## src/rtl/spi_fe_pkg.sv

```systemverilog
package spi_fe_pkg;

  typedef struct packed {
    logic cs_n;
    logic sck;
    logic sdi;
    logic hold_n;
  } spi_pins_t;

  localparam spi_pins_t PINS_IDLE = '{cs_n: 1'b1, sck: 1'b0, sdi: 1'b0, hold_n: 1'b1};

endpackage

```

## src/rtl/spi_fe_sync.sv

```systemverilog
module spi_fe_sync
  import spi_fe_pkg::*;
#(
  parameter int unsigned STAGES = 2
) (
  input  logic      clk_i,
  input  logic      rst_ni,
  input  spi_pins_t pins_i,
  output spi_pins_t pins_o,
  output logic      sck_rise_o,
  output logic      sck_fall_o,
  output logic      cs_fall_o
);

  spi_pins_t chain_q [STAGES];
  logic sck_q, cs_q;

  for (genvar g = 0; g < STAGES; g++) begin : g_stage
    if (g == 0) begin : g_first
      always_ff @(posedge clk_i or negedge rst_ni) begin
        if (!rst_ni) chain_q[g] <= PINS_IDLE;
        else         chain_q[g] <= pins_i;
      end
    end else begin : g_next
      always_ff @(posedge clk_i or negedge rst_ni) begin
        if (!rst_ni) chain_q[g] <= PINS_IDLE;
        else         chain_q[g] <= chain_q[g-1];
      end
    end
  end

  assign pins_o = chain_q[STAGES-1];

  always_ff @(posedge clk_i or negedge rst_ni) begin
    if (!rst_ni) begin
      sck_q <= PINS_IDLE.sck;
      cs_q  <= PINS_IDLE.cs_n;
    end else begin
      sck_q <= pins_o.sck;
      cs_q  <= pins_o.cs_n;
    end
  end

  assign sck_rise_o = pins_o.sck & ~sck_q;
  assign sck_fall_o = ~pins_o.sck & sck_q;
  assign cs_fall_o  = ~pins_o.cs_n & cs_q;

endmodule

```

## src/rtl/spi_fe_hold.sv

```systemverilog
module spi_fe_hold (
  input  logic clk_i,
  input  logic rst_ni,
  input  logic cs_n_i,
  input  logic sck_i,
  input  logic hold_n_i,
  output logic held_o
);

  // level-qualified: transitions only while the serial clock is low
  always_ff @(posedge clk_i or negedge rst_ni) begin
    if (!rst_ni)           held_o <= 1'b0;
    else if (cs_n_i)       held_o <= 1'b0;
    else if (!sck_i)       held_o <= ~hold_n_i;
  end

endmodule

```

## src/rtl/spi_fe_shift.sv

```systemverilog
module spi_fe_shift #(
  parameter int unsigned DATA_W = 8
) (
  input  logic              clk_i,
  input  logic              rst_ni,
  input  logic              cs_n_i,
  input  logic              cs_fall_i,
  input  logic              rise_i,
  input  logic              fall_i,
  input  logic              sdi_i,
  input  logic [DATA_W-1:0] tx_data_i,
  output logic              tx_bit_o,
  output logic              tx_load_o,
  output logic [DATA_W-1:0] rx_data_o,
  output logic              rx_valid_o,
  output logic [$clog2(DATA_W)-1:0] bit_cnt_o
);

  localparam int unsigned CNT_W = $clog2(DATA_W);
  localparam logic [CNT_W-1:0] LAST_BIT = CNT_W'(DATA_W - 1);

  logic [DATA_W-2:0] rx_sh_q;
  logic [DATA_W-1:0] tx_sh_q;
  logic              rise_seen_q;

  always_ff @(posedge clk_i or negedge rst_ni) begin
    if (!rst_ni) begin
      rx_sh_q     <= '0;
      tx_sh_q     <= '0;
      rise_seen_q <= 1'b0;
      bit_cnt_o   <= '0;
      rx_data_o   <= '0;
      rx_valid_o  <= 1'b0;
      tx_load_o   <= 1'b0;
    end else begin
      rx_valid_o <= 1'b0;
      tx_load_o  <= 1'b0;
      if (cs_n_i) begin
        bit_cnt_o   <= '0;
        rise_seen_q <= 1'b0;
        tx_sh_q     <= '0;
      end else begin
        if (cs_fall_i) begin
          tx_sh_q   <= tx_data_i;
          tx_load_o <= 1'b1;
        end else if (fall_i && rise_seen_q) begin
          rise_seen_q <= 1'b0;
          if (bit_cnt_o == '0) begin
            tx_sh_q   <= tx_data_i;
            tx_load_o <= 1'b1;
          end else begin
            tx_sh_q <= {tx_sh_q[DATA_W-2:0], 1'b0};
          end
        end
        if (rise_i) begin
          rise_seen_q <= 1'b1;
          if (bit_cnt_o == LAST_BIT) begin
            rx_data_o  <= {rx_sh_q, sdi_i};
            rx_valid_o <= 1'b1;
            bit_cnt_o  <= '0;
          end else begin
            rx_sh_q   <= {rx_sh_q[DATA_W-3:0], sdi_i};
            bit_cnt_o <= bit_cnt_o + 1'b1;
          end
        end
      end
    end
  end

  assign tx_bit_o = tx_sh_q[DATA_W-1];

endmodule

```

## src/rtl/spi_hold_fe.sv

```systemverilog
module spi_hold_fe
  import spi_fe_pkg::*;
#(
  parameter int unsigned DATA_W      = 8,
  parameter int unsigned SYNC_STAGES = 2
) (
  input  logic              clk_i,
  input  logic              rst_ni,
  input  logic              spi_cs_ni,
  input  logic              spi_sck_i,
  input  logic              spi_sdi_i,
  input  logic              spi_hold_ni,
  output logic              spi_sdo_o,
  output logic              spi_sdo_oe_o,
  input  logic              tx_active_i,
  input  logic [DATA_W-1:0] tx_data_i,
  output logic              tx_load_o,
  output logic [DATA_W-1:0] rx_data_o,
  output logic              rx_valid_o
);

  localparam int unsigned CNT_W = $clog2(DATA_W);

  spi_pins_t pins_a, pins_s;
  logic sck_rise, sck_fall, cs_fall;
  logic cs_s, sck_s, hold_s, held;
  logic act_rise, act_fall, tx_bit;
  logic [CNT_W-1:0] bit_cnt;

  assign pins_a = '{cs_n: spi_cs_ni, sck: spi_sck_i, sdi: spi_sdi_i, hold_n: spi_hold_ni};

  spi_fe_sync #(.STAGES(SYNC_STAGES)) u_sync (
    .clk_i, .rst_ni,
    .pins_i     (pins_a),
    .pins_o     (pins_s),
    .sck_rise_o (sck_rise),
    .sck_fall_o (sck_fall),
    .cs_fall_o  (cs_fall)
  );

  assign cs_s   = pins_s.cs_n;
  assign sck_s  = pins_s.sck;
  assign hold_s = pins_s.hold_n;

  spi_fe_hold u_hold (
    .clk_i, .rst_ni,
    .cs_n_i   (cs_s),
    .sck_i    (sck_s),
    .hold_n_i (hold_s),
    .held_o   (held)
  );

  assign act_rise = sck_rise & ~held;
  assign act_fall = sck_fall & ~held;

  spi_fe_shift #(.DATA_W(DATA_W)) u_shift (
    .clk_i, .rst_ni,
    .cs_n_i     (cs_s),
    .cs_fall_i  (cs_fall),
    .rise_i     (act_rise),
    .fall_i     (act_fall),
    .sdi_i      (pins_s.sdi),
    .tx_data_i  (tx_data_i),
    .tx_bit_o   (tx_bit),
    .tx_load_o  (tx_load_o),
    .rx_data_o  (rx_data_o),
    .rx_valid_o (rx_valid_o),
    .bit_cnt_o  (bit_cnt)
  );

  assign spi_sdo_oe_o = ~cs_s & ~held & tx_active_i;
  assign spi_sdo_o    = tx_bit & spi_sdo_oe_o;

endmodule

```

## config.mk

```make
export PLATFORM = sky130hd
export DESIGN_NAME = spi_hold_fe
export DESIGN_NICKNAME = d
export VERILOG_FILES = /design/src/rtl/spi_fe_pkg.sv /design/src/rtl/spi_fe_sync.sv /design/src/rtl/spi_fe_hold.sv /design/src/rtl/spi_fe_shift.sv /design/src/rtl/spi_hold_fe.sv
export SDC_FILE = /design/constraint.sdc
export NUM_CORES = 1
export LEC_CHECK = 0
export BUFFER_PORTS_ARGS = -buffer_cell sky130_fd_sc_hd__clkbuf_2
export CORE_MARGIN = 1.5
export CORE_UTILIZATION = 58
export DETAILED_ROUTE_END_ITERATION = 7
export GPL_TIMING_DRIVEN = 0
export PLACE_DENSITY = 0.79
export SLEW_MARGIN = 0
export SYNTH_ARGS = -nofsm -noshare
export SYNTH_HDL_FRONTEND = slang
export SYNTH_SLANG_ARGS = --single-unit
```

## constraint.sdc

```tcl
create_clock -name clk_i -period 3.6 [get_ports clk_i]
set_input_delay 0.72 -clock clk_i [delete_from_list [all_inputs] [get_ports clk_i]]
set_output_delay 0.72 -clock clk_i [all_outputs]
set_load 0.01 [all_outputs]
```

==> impl_metrics.env <==
export IMPL_final_period_utilization_pct=69.43
export IMPL_dieHeight_um=54.97
export IMPL_critPathMaxFanout=10
export IMPL_wl_um=2319
export IMPL_postRouteAntennaNets=0
export IMPL_grt_max_degree=41
export IMPL_synth_edff_count=0
export IMPL_worstSetupStartpointType="register"
export IMPL_insertion_delay_ns=0.33
export IMPL_cpPeakStageDelay_ns=0.56
export IMPL_fmax_mhz=400.1
export IMPL_cp_top_family="buffers and inverters"
export IMPL_placed_cells=167
export IMPL_r2r_end="u_shift.tx_sh_q[0]"
export IMPL_cts_root_buf="clkbuf_4"
export IMPL_grt_pass1_wl_um=3498
export IMPL_power_switching_mw=0.2035
export IMPL_placed_area_um2=1734
export IMPL_p_leak_nw=0.9631
export IMPL_cp_endpoint="spi_sdo_o"
export IMPL_io_buffers=26
export IMPL_clockBufferDepth=2
export IMPL_post_cts_resized=0
export IMPL_diodes=0
export IMPL_synth_warnings=0
export IMPL_crit_slowest_cell="dfstp_2"
export IMPL_pin_count=27
export IMPL_path_depth=4
export IMPL_grt_pass1_vias=812
export IMPL_holdWs_ns=0.3623
export IMPL_period_minus_slack_ns=2.500
export IMPL_clkPwrFrac_pct=31.4
export IMPL_crit_start="u_sync.pins_o[3]"
export IMPL_area_growth_pct=15.58
export IMPL_power_frac_comb_pct=9.4
export IMPL_p_per_area_nw_per_um2=492.7
export IMPL_tightest_slew_ns=0.9230
export IMPL_rr_startpoint="u_sync.pins_o[3]"
export IMPL_cts_buffers=5
export IMPL_dpl_hpwl_um=1685
export IMPL_internal_power_mw=0.6885
export IMPL_end_kind="primary output"
export IMPL_syn_avg_cell_area_um2=14.11
export IMPL_syn_num_nets=129
export IMPL_relSlewSlack_pct=38.47
export IMPL_path_cells="clkbuf_1 -> nor3b_1 -> and2_1 -> clkbuf_2"
export IMPL_synth_area_um2=1567
export IMPL_ys_types=27
export IMPL_postCtsSetupRepairBufs=0
export IMPL_dr_total_vias=936
export IMPL_post_drt_wl_per_cell_um=13.25
export IMPL_synthFlopType="dfrtp_1"
export IMPL_dieWidth_um=54.97
export IMPL_report_final_slew_viol_count=0
export IMPL_synth_common_cells="dfrtp_1, mux2_2, mux2i_1"
export IMPL_rsz0062_at_grt="no"
export IMPL_yosysMostFrequentCell="dfrtp_1"
export IMPL_synthTopCellsByArea="dfrtp_1, mux2_2, dfstp_2, mux2i_1, ha_1"
export IMPL_fp_coreArea_um2=2522
export IMPL_drc_errors=0
export IMPL_outcome="completed"
export IMPL_firstDrtPassIters=2
export IMPL_max_cap_viol_count=0
export IMPL_power_frac_seq_pct=59.2
export IMPL_yosysTopAreaCellShare_pct=55.91
export IMPL_synthCells=111
export IMPL_required_ns=2.88
export IMPL_gr_total_overflow=0
export IMPL_hold_class="reg -> reg"
export IMPL_synth_async_sr_flop_share_pct=100.0
export IMPL_ys_seq_area_share_pct=64.30
export IMPL_final_layout_size_suffix_gt1_share_pct=40.69
export IMPL_row_count=18
export IMPL_finalHoldViolations=0
export IMPL_clk_pin_slew_ns=0.10
export IMPL_routed_via_density=5.349
export IMPL_path_buf_inv=2
export IMPL_gp_congestion=0.7037
export IMPL_start_util_pct=62.10
export IMPL_ys_ff_latch=40
export IMPL_fp_dieArea_um2=3022
export IMPL_layout_cells_non_filler=175
export IMPL_finalInstanceArea_um2=1810
export IMPL_switching_share_pct=22.81
export IMPL_cts_hold_buf=0
export IMPL_r2r_slack_ns=1.80
export IMPL_drt_initial_drc_count=6
export IMPL_fin_skew_ns=0.004690
export IMPL_cts_htree_levels=2
export IMPL_cp_data_arrival_time_ns=1.78
export IMPL_crit_type="reg -> out"
export IMPL_grt_usage_pct=17.51
export IMPL_antenna_found_initial=0
export IMPL_rr_worst_depth=4
export IMPL_cts_sinks=40
export IMPL_ir_drop_mv=0.3375
export IMPL_fillers=186
export IMPL_cts_tree="built"
export IMPL_setup_viol=0
export IMPL_layout_nets=162
export IMPL_yosysTopAreaCell="dfrtp_1"
export IMPL_fin_setup_tns_ns=0
-- routing by layer --
layer | vias to the layer above | wire length, µm | track usage, %
met4 | 0 | 46 | 8.537
met5 | - | 0 | 0
met2 | 22 | 1183 | 29.76
met3 | 5 | 99 | 6.452
li1 | 451 | - | -
met1 | 458 | 990 | 19.31
-- power groups by stage --
stage	clock (mW)	combinational, mW	sequential [mW]
2_1_floorplan	0	0.0587	0.526
3_3_place_gp	0	0.0808	0.533
3_5_place_dp	0	0.0857	0.537
4_1_cts	0.290	0.0859	0.528
5_1_grt	0.308	0.0934	0.534
6_report	0.280	0.0836	0.528
-- how the worst min path moves through the flow --
stage | endpoint | depth (start not counted) | from
floorplan | u_sync.pins_o[1] | 0 | u_sync.chain_q[5]
global route | u_sync.pins_o[3] | 0 | u_sync.chain_q[7]
detailed placement | u_sync.pins_o[1] | 0 | u_sync.chain_q[5]
finish | u_sync.pins_o[1] | 0 | u_sync.chain_q[5]
CTS | u_sync.pins_o[3] | 0 | u_sync.chain_q[7]
global placement | u_sync.pins_o[2] | 0 | u_sync.chain_q[6]
-- logic make-up after synthesis --
| logic type | Yosys count | share of synthesized area, % |
|---|---|---|
| flops | 40 | 64.30 |
| compound gates | 13 | 5.351 |
| simple gates | 24 | 9.266 |
| mux | 24 | 16.53 |
| buf+inv | 7 | 2.156 |
| fa+ha+maj | 3 | 2.396 |
-- stage by stage --
step / utilization (%) / total power [mW] / setup slack [ns]
after floorplan: - / 0.5848 / 1.583
after global placement: 68.75 / 0.6142 / 1.469
after detailed placement: 68.75 / 0.6224 / 1.443
after CTS: 71.78 / 0.9041 / 1.051
after global routing: 71.78 / 0.9357 / 0.9411
final: 71.78 / 0.8920 / 1.100
-- final cells by class --
type | count | area [µm²] | share of cell area, %
multi-input cells | 64 | 525.5 | 29.03
clock inverters | 2 | 35.03 | 1.935
well taps | 30 | 37.54 | 2.073
inverters | 5 | 18.77 | 1.037
repair buffers | 26 | 130.1 | 7.187
flip-flops and latches | 40 | 1007 | 55.63
plain buffers | 2 | 15.01 | 0.8293
clock buffers | 6 | 41.29 | 2.281
-- flip-flops by register name (all words and copies together), names as in the netlist --
signal               cells
u_shift.tx_load_o        1
u_sync.cs_q              1
u_shift.rx_sh_q          7
u_shift.tx_sh_q          8
u_hold.held_o            1
u_shift.bit_cnt_o        3
u_shift.rise_seen_q      1
u_shift.rx_data_o        8
u_sync.pins_o            4
u_sync.chain_q           4
u_sync.sck_q             1
u_shift.rx_valid_o       1
-- placed cells by master, fill, tap and decap left out, types with 2 or more instances in the layout --
| master | netlist | routed |
|---|---|---|
| clkbuf_1 | 1 | 2 |
| mux2i_1 | 9 | 9 |
| clkbuf_4 | 0 | 5 |
| dfstp_2 | 5 | 5 |
| clkbuf_2 | 0 | 26 |
| dfrtp_1 | 35 | 35 |
| mux2_2 | 15 | 15 |
| o21ai_0 | 7 | 7 |
| nor3_1 | 3 | 3 |
| nor2b_1 | 2 | 2 |
| ha_1 | 3 | 3 |
| inv_1 | 5 | 5 |
| nor2_1 | 4 | 4 |
| nand2_1 | 7 | 7 |
Note: power is estimated with default switching activity, not from simulation.
